## config.mk

```make
export PLATFORM = sky130hd
export DESIGN_NAME = opu_top
export DESIGN_NICKNAME = d
export VERILOG_FILES = /design/src/rtl/opu_pkg.sv /design/src/rtl/opu_alu.sv /design/src/rtl/opu_opsel.sv /design/src/rtl/opu_seq.sv /design/src/rtl/opu_top.sv
export SDC_FILE = /design/constraint.sdc
export NUM_CORES = 1
export LEC_CHECK = 0
export BUFFER_PORTS_ARGS = -buffer_cell sky130_fd_sc_hd__buf_2
export CAP_MARGIN = 10
export CORE_UTILIZATION = 45
export CTS_BUF_LIST = sky130_fd_sc_hd__clkbuf_8 sky130_fd_sc_hd__clkbuf_16
export CTS_CLUSTER_DIAMETER = 80
export DETAILED_ROUTE_END_ITERATION = 8
export PLACE_DENSITY = 0.67
export SLEW_MARGIN = 20
export SYNTH_ARGS = -nofsm -noshare
export SYNTH_HDL_FRONTEND = slang
export SYNTH_SLANG_ARGS = --single-unit
```

## constraint.sdc

```tcl
create_clock -name clk -period 3.9 [get_ports clk]
set_clock_uncertainty 0.2 [all_clocks]
set_input_delay 0.195 -clock clk [delete_from_list [all_inputs] [get_ports clk]]
set_output_delay 0.195 -clock clk [all_outputs]
set_load 0.005 [all_outputs]
```

## src/rtl/opu_pkg.sv

```systemverilog
package opu_pkg;

    // primitive operations; encoding is the req_op field
    typedef enum logic [1:0] {
        OP_ADD = 2'd0,
        OP_AND = 2'd1,
        OP_NOT = 2'd2,
        OP_RSV = 2'd3
    } prim_e;

    // commands; encoding is the req_cmd field
    typedef enum logic [2:0] {
        CMD_PRIM  = 3'd0,
        CMD_SUB   = 3'd1,
        CMD_OR    = 3'd2,
        CMD_COPY  = 3'd3,
        CMD_CLEAR = 3'd4,
        CMD_RSV5  = 3'd5,
        CMD_RSV6  = 3'd6,
        CMD_RSV7  = 3'd7
    } cmd_e;

    // operand / destination selectors for one micro step
    typedef enum logic [2:0] {
        SEL_A    = 3'd0,
        SEL_B    = 3'd1,
        SEL_D    = 3'd2,
        SEL_IMM  = 3'd3,
        SEL_ONE  = 3'd4,
        SEL_ZERO = 3'd5
    } sel_e;

    typedef struct packed {
        prim_e op;
        sel_e  src1;
        sel_e  src2;
        sel_e  dst;
        logic  last;
    } uop_t;

    typedef enum logic [2:0] {
        ST_IDLE  = 3'd0,
        ST_STEP0 = 3'd1,
        ST_STEP1 = 3'd2,
        ST_STEP2 = 3'd3,
        ST_STEP3 = 3'd4,
        ST_DONE  = 3'd5
    } st_e;

    localparam int MAX_STEPS = 4;

endpackage

```

## src/rtl/opu_alu.sv

```systemverilog
module opu_alu
    import opu_pkg::*;
#(
    parameter int DATA_W = 16
) (
    input  prim_e              op,
    input  logic [DATA_W-1:0]  x,
    input  logic [DATA_W-1:0]  y,
    output logic [DATA_W-1:0]  z
);

    // addition wraps: carry out is dropped by the result width
    always_comb begin
        case (op)
            OP_ADD:  z = x + y;
            OP_AND:  z = x & y;
            OP_NOT:  z = ~x;
            default: z = ~x;
        endcase
    end

endmodule

```

## src/rtl/opu_opsel.sv

```systemverilog
module opu_opsel
    import opu_pkg::*;
#(
    parameter int DATA_W = 16,
    parameter int IMM_W  = 5
) (
    input  sel_e               sel,
    input  logic [DATA_W-1:0]  reg_a,
    input  logic [DATA_W-1:0]  reg_b,
    input  logic [DATA_W-1:0]  reg_d,
    input  logic [IMM_W-1:0]   imm,
    output logic [DATA_W-1:0]  val
);

    localparam int EXT_W = DATA_W - IMM_W;

    logic [DATA_W-1:0] imm_ext;

    // replicate the immediate sign bit into the upper bits
    assign imm_ext = {{EXT_W{imm[IMM_W-1]}}, imm};

    always_comb begin
        case (sel)
            SEL_A:    val = reg_a;
            SEL_B:    val = reg_b;
            SEL_D:    val = reg_d;
            SEL_IMM:  val = imm_ext;
            SEL_ONE:  val = DATA_W'(1);
            SEL_ZERO: val = '0;
            default:  val = '0;
        endcase
    end

endmodule

```

## src/rtl/opu_seq.sv

```systemverilog
module opu_seq
    import opu_pkg::*;
(
    input  logic  clk,
    input  logic  rst_n,
    input  logic  start,
    input  cmd_e  cmd,
    input  prim_e prim,
    input  logic  mode,
    output st_e   state,
    output uop_t  uop,
    output logic  step_en,
    output logic  busy,
    output logic  done
);

    st_e        nxt;
    logic [1:0] step_idx;

    // state register
    always_ff @(posedge clk) begin
        if (!rst_n) state <= ST_IDLE;
        else        state <= nxt;
    end

    // next-state logic
    always_comb begin
        nxt = state;
        unique case (state)
            ST_IDLE:  if (start) nxt = ST_STEP0;
            ST_STEP0: nxt = uop.last ? ST_DONE : ST_STEP1;
            ST_STEP1: nxt = uop.last ? ST_DONE : ST_STEP2;
            ST_STEP2: nxt = uop.last ? ST_DONE : ST_STEP3;
            ST_STEP3: nxt = ST_DONE;
            ST_DONE:  nxt = ST_IDLE;
            default:  nxt = ST_IDLE;
        endcase
    end

    // step index from the step state
    always_comb begin
        unique case (state)
            ST_STEP1: step_idx = 2'd1;
            ST_STEP2: step_idx = 2'd2;
            ST_STEP3: step_idx = 2'd3;
            default:  step_idx = 2'd0;
        endcase
    end

    // outputs and micro-step table
    always_comb begin
        step_en = (state == ST_STEP0) || (state == ST_STEP1) ||
                  (state == ST_STEP2) || (state == ST_STEP3);
        busy    = (state != ST_IDLE);
        done    = (state == ST_DONE);
        uop     = '{op: OP_ADD, src1: SEL_A, src2: SEL_ZERO, dst: SEL_D, last: 1'b1};
        unique case (cmd)
            CMD_PRIM: begin
                uop.op   = prim;
                uop.src1 = SEL_A;
                uop.src2 = mode ? SEL_IMM : SEL_B;
                uop.dst  = SEL_D;
                uop.last = 1'b1;
            end
            CMD_SUB: begin
                unique case (step_idx)
                    2'd0: uop = '{op: OP_NOT, src1: SEL_B, src2: SEL_ZERO, dst: SEL_B, last: 1'b0};
                    2'd1: uop = '{op: OP_ADD, src1: SEL_B, src2: SEL_ONE,  dst: SEL_B, last: 1'b0};
                    default: uop = '{op: OP_ADD, src1: SEL_A, src2: SEL_B, dst: SEL_D, last: 1'b1};
                endcase
            end
            CMD_OR: begin
                unique case (step_idx)
                    2'd0: uop = '{op: OP_NOT, src1: SEL_A, src2: SEL_ZERO, dst: SEL_A, last: 1'b0};
                    2'd1: uop = '{op: OP_NOT, src1: SEL_B, src2: SEL_ZERO, dst: SEL_B, last: 1'b0};
                    2'd2: uop = '{op: OP_AND, src1: SEL_A, src2: SEL_B,    dst: SEL_D, last: 1'b0};
                    default: uop = '{op: OP_NOT, src1: SEL_D, src2: SEL_ZERO, dst: SEL_D, last: 1'b1};
                endcase
            end
            CMD_COPY:
                uop = '{op: OP_ADD, src1: SEL_A, src2: SEL_ZERO, dst: SEL_D, last: 1'b1};
            CMD_CLEAR:
                uop = '{op: OP_AND, src1: SEL_A, src2: SEL_ZERO, dst: SEL_D, last: 1'b1};
            default:
                uop = '{op: OP_ADD, src1: SEL_A, src2: SEL_ZERO, dst: SEL_D, last: 1'b1};
        endcase
    end

endmodule

```

## src/rtl/opu_top.sv

```systemverilog
module opu_top
    import opu_pkg::*;
#(
    parameter int DATA_W = 16,
    parameter int IMM_W  = 5
) (
    input  logic              clk,
    input  logic              rst_n,
    input  logic              req_valid,
    input  logic [2:0]        req_cmd,
    input  logic [1:0]        req_op,
    input  logic              req_mode,
    input  logic [DATA_W-1:0] src_a,
    input  logic [DATA_W-1:0] src_b,
    input  logic [IMM_W-1:0]  imm5,
    output logic              busy,
    output logic              done,
    output logic [DATA_W-1:0] result
);

    cmd_e              cmd_q;
    prim_e             prim_q;
    logic              mode_q;
    logic [IMM_W-1:0]  imm_q;
    logic [DATA_W-1:0] wa, wb, wd, res_q;
    logic [DATA_W-1:0] opnd1, opnd2, alu_z;
    logic              legal, accept, step_en;
    st_e               state;
    uop_t              uop;

    // reserved commands and the reserved primitive are refused
    assign legal  = (req_cmd <= 3'd4) &&
                    !((req_cmd == 3'd0) && (req_op == 2'd3));
    assign accept = req_valid && !busy && legal;

    opu_seq u_seq (
        .clk     (clk),
        .rst_n   (rst_n),
        .start   (accept),
        .cmd     (cmd_q),
        .prim    (prim_q),
        .mode    (mode_q),
        .state   (state),
        .uop     (uop),
        .step_en (step_en),
        .busy    (busy),
        .done    (done)
    );

    opu_opsel #(.DATA_W(DATA_W), .IMM_W(IMM_W)) u_sel1 (
        .sel   (uop.src1),
        .reg_a (wa),
        .reg_b (wb),
        .reg_d (wd),
        .imm   (imm_q),
        .val   (opnd1)
    );

    opu_opsel #(.DATA_W(DATA_W), .IMM_W(IMM_W)) u_sel2 (
        .sel   (uop.src2),
        .reg_a (wa),
        .reg_b (wb),
        .reg_d (wd),
        .imm   (imm_q),
        .val   (opnd2)
    );

    opu_alu #(.DATA_W(DATA_W)) u_alu (
        .op (uop.op),
        .x  (opnd1),
        .y  (opnd2),
        .z  (alu_z)
    );

    // request capture and working-register write-back
    always_ff @(posedge clk) begin
        if (!rst_n) begin
            cmd_q  <= CMD_PRIM;
            prim_q <= OP_ADD;
            mode_q <= 1'b0;
            imm_q  <= '0;
            wa     <= '0;
            wb     <= '0;
            wd     <= '0;
            res_q  <= '0;
        end else if (accept) begin
            cmd_q  <= cmd_e'(req_cmd);
            prim_q <= prim_e'(req_op);
            mode_q <= req_mode;
            imm_q  <= imm5;
            wa     <= src_a;
            wb     <= src_b;
            wd     <= '0;
        end else if (step_en) begin
            unique case (uop.dst)
                SEL_A:   wa <= alu_z;
                SEL_B:   wb <= alu_z;
                default: wd <= alu_z;
            endcase
            if (uop.last) res_q <= alu_z;
        end
    end

    assign result = res_q;

endmodule

```

Word-level counts from Yosys, hierarchy flattened
Index checks and enable logic that the tools add are counted.

cells by class
  add/subtract/negate cells = 1
  multipliers = 0
  div/mod/pow operators = 0
  order comparisons = 1
  equal/unequal tests = 22
  shift-type cells = 0
  muxes and demuxes = 19
  bitwise gates (word level) = 5
  reduce and logical (&&, ||, !) cells = 27

operators by type and width
  operator                                                               count
  16-bit one-hot mux with 5 select lines                                 2
  16-bit 2-to-1 mux                                                      6
  12-bit one-hot mux with 4 select lines                                 1
  12-bit one-hot mux with 3 select lines                                 1
  16-bit one-hot mux with 2 select lines                                 1
  12-bit one-hot mux with 2 select lines                                 1
  3-bit by 2-bit equality test with 1-bit output, second input constant  7
  3-bit logical NOT                                                      6
  16-bit adder                                                           1
  16-bit AND                                                             1
  16-bit NOT                                                             1
  3-bit by 1-bit equality test with 1-bit output, second input constant  5
  3-bit equality test, second input constant                             5
  3-bit one-hot mux with 5 select lines                                  1
  3-bit 2-to-1 mux                                                       3
  2-bit one-hot mux with 3 select lines                                  1
  2-bit AND reduction                                                    3
  2-bit nonzero test                                                     3
  2-bit by 1-bit equality test with 1-bit output, second input constant  2
  2-bit equality test, second input constant                             2
  1-bit logical AND                                                      4
  2-bit logical NOT                                                      2
  2-bit OR reduction                                                     2
  3-bit less-or-equal comparator, second input constant                  1
  8 further kinds                                                        13

storage, ports and cells
  register bits after elaboration = 78
  bits in latches = 0
  bits in writable memories = 0
  bits in read-only memories = 0
  input port bits = 46
  output and inout bits = 18
  word-level logic and storage cells = 84
  memories = 0

Longest topological paths before layout
  depth after elaboration = 12
  gate-level depth with buffers = 16
  mapped depth without buffers = 14

Modules after synthesis
From an unflattened synthesis, not the netlist that was laid out.

unflattened totals
  cell total of the unflattened synthesis = 698
  area, all modules = 5973.2 µm²

modules (own cells, without submodules)
  module     times used  cells an instance  area an instance (µm²)
  opu_top    1           346                3283.1
  opu_opsel  2           71                 595.6
  opu_alu    1           156                1118.6
  opu_seq    1           54                 380.4

Worst setup path before layout
No wires, ideal clock.

  path kind = reg-to-reg
  from = reg u_seq.state[1]
  to = reg wa[10]
  setup time = 0.103 ns
  arrival = 3.805 ns
  data required time = 3.597 ns
  slack = -0.209 ns
  stages on the path, launching flop included = 16
  path through = dfxtp_1 buf_4 buf_4 or3b_1 a311o_1 a21oi_2 a221o_1 ha_1 inv_1 fa_1 nand2b_1 a211oi_2 o21ai_0 a2111oi_0 a221oi_2 a2111oi_2

between the ends
  longest elaborated chain between the ends = 12

ends and longest elaborated chain
  item                                                                                              line                          text
  from (decl)                                                                                       opu_seq.sv:10                 output st_e state,
  from (signal assigned)                                                                            opu_seq.sv:23                 else state <= nxt;
  3-bit equality test (tied with other cells)                                                       opu_seq.sv:42, opu_seq.sv:53
  2-bit one-hot mux with 3 select lines                                                             opu_seq.sv:42                 unique case (state)
  2-bit equality test (tied with other cells)                                                       opu_seq.sv:73                 unique case (step_idx)
  12-bit one-hot mux with 3 select lines or 12-bit one-hot mux with 2 select lines (tied branches)  opu_seq.sv:73, opu_seq.sv:66
  12-bit one-hot mux with 4 select lines                                                            opu_seq.sv:57                 unique case (cmd)
  3-bit equality test (tied with other cells)                                                       opu_opsel.sv:23               case (sel)
  16-bit one-hot mux with 5 select lines                                                            opu_opsel.sv:23
  16-bit adder (tied with other cells)                                                              opu_alu.sv:15                 OP_ADD: z = x + y;
  16-bit one-hot mux with 2 select lines                                                            opu_alu.sv:14                 case (op)
  16-bit 2-to-1 mux                                                                                 opu_top.sv:95                 unique case (uop.dst)
  16-bit 2-to-1 mux                                                                                 opu_top.sv:94                 end else if (step_en) begin
  16-bit 2-to-1 mux                                                                                 opu_top.sv:86                 end else if (accept) begin
  to (signal assigned)                                                                              opu_top.sv:91                 wa <= src_a;
  to (signal assigned)                                                                              opu_top.sv:96                 SEL_A: wa <= alu_z;
  to (decl)                                                                                         opu_top.sv:25                 logic [DATA_W-1:0] wa, wb, wd, res_q;

Parallel ways exist; a longest one is shown, timed or not. The select of a mux whose other input is x is not followed.
A chain may end at the register's enable or synchronous reset.

Worst setup path in the final report
  from = reg u_seq.state[0]
  to = reg wa[10]

Same word-level chain as after synthesis.

==> results by group <==
Status
  – Status: complete, no violations

Finish
  – Design Area, Final: 0.00672 mm²
  – Core Util, Final: 62.0%
  – Register area: around 0.0016 mm²
  – Most frequent cells in the layout: nand2_1 (87), dfxtp_1 (74), buf_2 (63)
  – Fillcell total: approximately 950
  – Share of layout cells above drive strength 1: 25.5%
  – Most common cell after layout, fill and taps aside: nand2_1
  – Fin nets: about 840
  – Multi-input logic area: 0.00337 mm²
  – Syn-to-layout area delta: 34.1%

Synth
  – Main synth FF type: dfxtp_1
  – Syn avg cell area: 7.89 µm²
  – Synthesis-stage register bit count: 78
  – Post-synth EDFFs: 0
  – Syn Inst Count: roughly 640
  – Syn nets: 698
  – Post-synthesis cell type count: 79
  – Post-synth ARST share: 0%
  – Sequential cell area fraction in the yosys report: 31.2%
  – Mapped cell area: ~0.005 mm²
  – Yosys warnings: 0

STA
  – Final Max Tran Viols: 0
  – Slew headroom: between 30% and 40%
  – RSZ-0062 raised after global routing: true
  – Crit share post-route: 99.0%
  – Fmax: 259 MHz
  – Hold_ws: 0.0551 ns
  – Setup violators final: 0
  – Final worst path period need: 3.86 ns
  – Hold Fails Final Rpt: 0
  – Final worst-path setup slack: ~0.04 ns
  – Worst slew pin tran: 1.03 ns

Route
  – Routed WL: 18300 µm
  – Number of vias per cell: 6.19
  – # DRC: 0
  – Routed Antenna Nets: 0
  – Via count: 5695
  – WL/cell: 19.9 µm
  – DRT Pass-1 Iters: 8
  – 1st-iter DRT viols: 556

Worst setup path
  – Crit-path max cell delay: ~0.43 ns
  – WS Path Type: reg2reg
  – Worst EP arrival: 3.87 ns
  – Critical Path End Type: register
  – Slowest-stage cell, CP: or3b_4
  – Worst path bufs/invs: 1
  – Critical path required time: 3.91 ns
  – CP cell instances: or3b_4 -> a311o_1 -> a21oi_4 -> a221o_1 -> ha_2 -> inv_1 -> fa_2 -> nand2b_4 -> a211oi_4 -> o21ai_2 -> a41o_1 -> a221oi_4 -> a2111oi_2
  – Maximum fanout along the worst path: 5
  – CP Launch Type: register
  – Crit-path leading delay family: compound AO/OA/AOI/OAI gates

Floorplan
  – Core area: around 0.011 mm²
  – Die Ht: 108 µm
  – Initial core utilization: 46.2%
  – FP Rows: 38
  – # IOs: 64
  – Die width: 108 µm
  – Die Area: 0.0116 mm²

Placement
  – Post-DP HPWL: around 12000 µm
  – Place WS: -0.0417 ns
  – Number of buffers added on ports: 63
  – Cell Area, Placed: between 0.005 and 0.006 mm²
  – Placer Congestion: 0.950

CTS
  – Sink Count: 78
  – Clock Latency Late Sink: 0.38 ns
  – H-tree levels: 3
  – Clk buf depth: 2
  – CTS Root Cell: clkbuf_8
  – CTS tree: built
  – Clk pin slew, worst setup/hold paths: roughly 0.09 ns
  – Clock buffer count from CTS: 9

Pwr
  – Leak: 2.89 nW
  – Final Power: between 0.003 and 0.004 W
  – VDD IR max: 0.000291 V
  – Power density over the cells: roughly 560 mW/mm²

Global route
  – Vias in the first global route: 5431
  – GRT Total Usage: 31.7%
  – Initial antenna violation count: 1
  – GRT Residual Overflow: 0
  – First-pass GRT wire length: approximately 28000 µm
  – Largest net degree at the start of global routing: 38

Worst hold path
  – Hold/Removal Path Class: in2reg

Run
  – Max Cap Viol: 0
cells in the mapped netlist (all sizes together), types with 6 or more instances:
library cell	count	share of area, %
nand2	87	6.5
dfxtp	78	31
a21oi	63	6.4
o21ai	40	4.2
nor2	38	2.8
inv	26	1.9
clkbuf	25	1.9
a21o	22	3.3
buf	20	2.5
nand3	17	1.9
ha	16	4.0
o211ai	15	2.2
a211oi	13	2.1
a22oi	13	1.9
a222oi	12	2.4
a31oi	12	1.5
o22ai	10	1.2
nor3	8	0.80
a2111oi	7	1.7
nand4	7	0.87
o31ai	7	1.0
and3	6	0.75
nand2b	6	0.75
o221ai	6	1.0
cells by family (layout without fill, tap and decap cells):
| group | count (synthesis) | in the layout | synth area share [%] |
|---|---|---|---|
| other | 0 | 1 | 0 |
| flip-flops | 78 | 78 | 31.2 |
| AO/OA/AOI/OAI | 256 | 256 | 36.3 |
| XOR/XNOR | 6 | 6 | 1.05 |
| AND/OR/NAND/NOR | 206 | 207 | 20.6 |
| buffers and inverters | 71 | 214 | 6.29 |
| adder cells (fa/ha/maj) | 17 | 17 | 4.39 |
| multiplexers | 1 | 1 | 0.200 |
what timing repair did:
item                                    in CTS  in global routing
buffers inserted                             0                 13
hold buffers                                42                  0
endpoints found under the setup margin       7                 34
pin swaps                                    1                 26
cloned                                       0                  1
hold endpoints to repair                    42                  0
resized for setup                            8                 40
flip-flops by register name, summed over array words and instances, names as in the netlist:
register / flops
cmd_q: 3
imm_q: 5
mode_q: 1
prim_q: 2
result: 16
u_seq.state: 3
wa: 16
wb: 16
wd: 16
metrics by stage:
stage	setup TNS [ns]	std cells
final	0	920
after detailed placement	-0.105	848
after global placement	0	847
after floorplan	-0.000168	635
after global routing	-0.504	919
after CTS	0	905
per-layer routing:
metal / up-vias / wire length (µm) / global-route usage, %
met4: 0 / 401 / 13.0
met5: - / 0 / 0
met1: 2706 / 7890 / 40.4
li1: 2678 / - / -
met3: 44 / 1360 / 4.18
met2: 267 / 8660 / 53.8
where the power goes:
group          switching [W]  internal, W  leakage [nW]  total [W]
clock               0.000315     0.000390         0.115   0.000705
sequential          0.000128     0.000996         0.640    0.00112
combinational        0.00116     0.000795          2.13    0.00196
total                0.00161      0.00218          2.89    0.00379
area by class of cell:
type	instances	area share (%)
Clock buffer	11	2.25
Inverter	26	1.45
Sequential cell	78	23.4
Clock inverter	4	1.04
Multi-Input combinational cell	487	50.2
Timing Repair Buffer	173	19.0
Antenna cell	1	0.0373
Tap cell	140	2.61
final timing paths:
check	from	to	slack (ns)	depth (start not counted)
setup reg to reg	u_seq.state[0]	wa[10]	0.04	13
hold / removal	rst_n	u_seq.state[0]	0.06	2
setup / recovery	u_seq.state[0]	wa[10]	0.04	13
hold reg to reg	wd[2]	wd[2]	0.26	2
(Power assumes the default switching activity.)
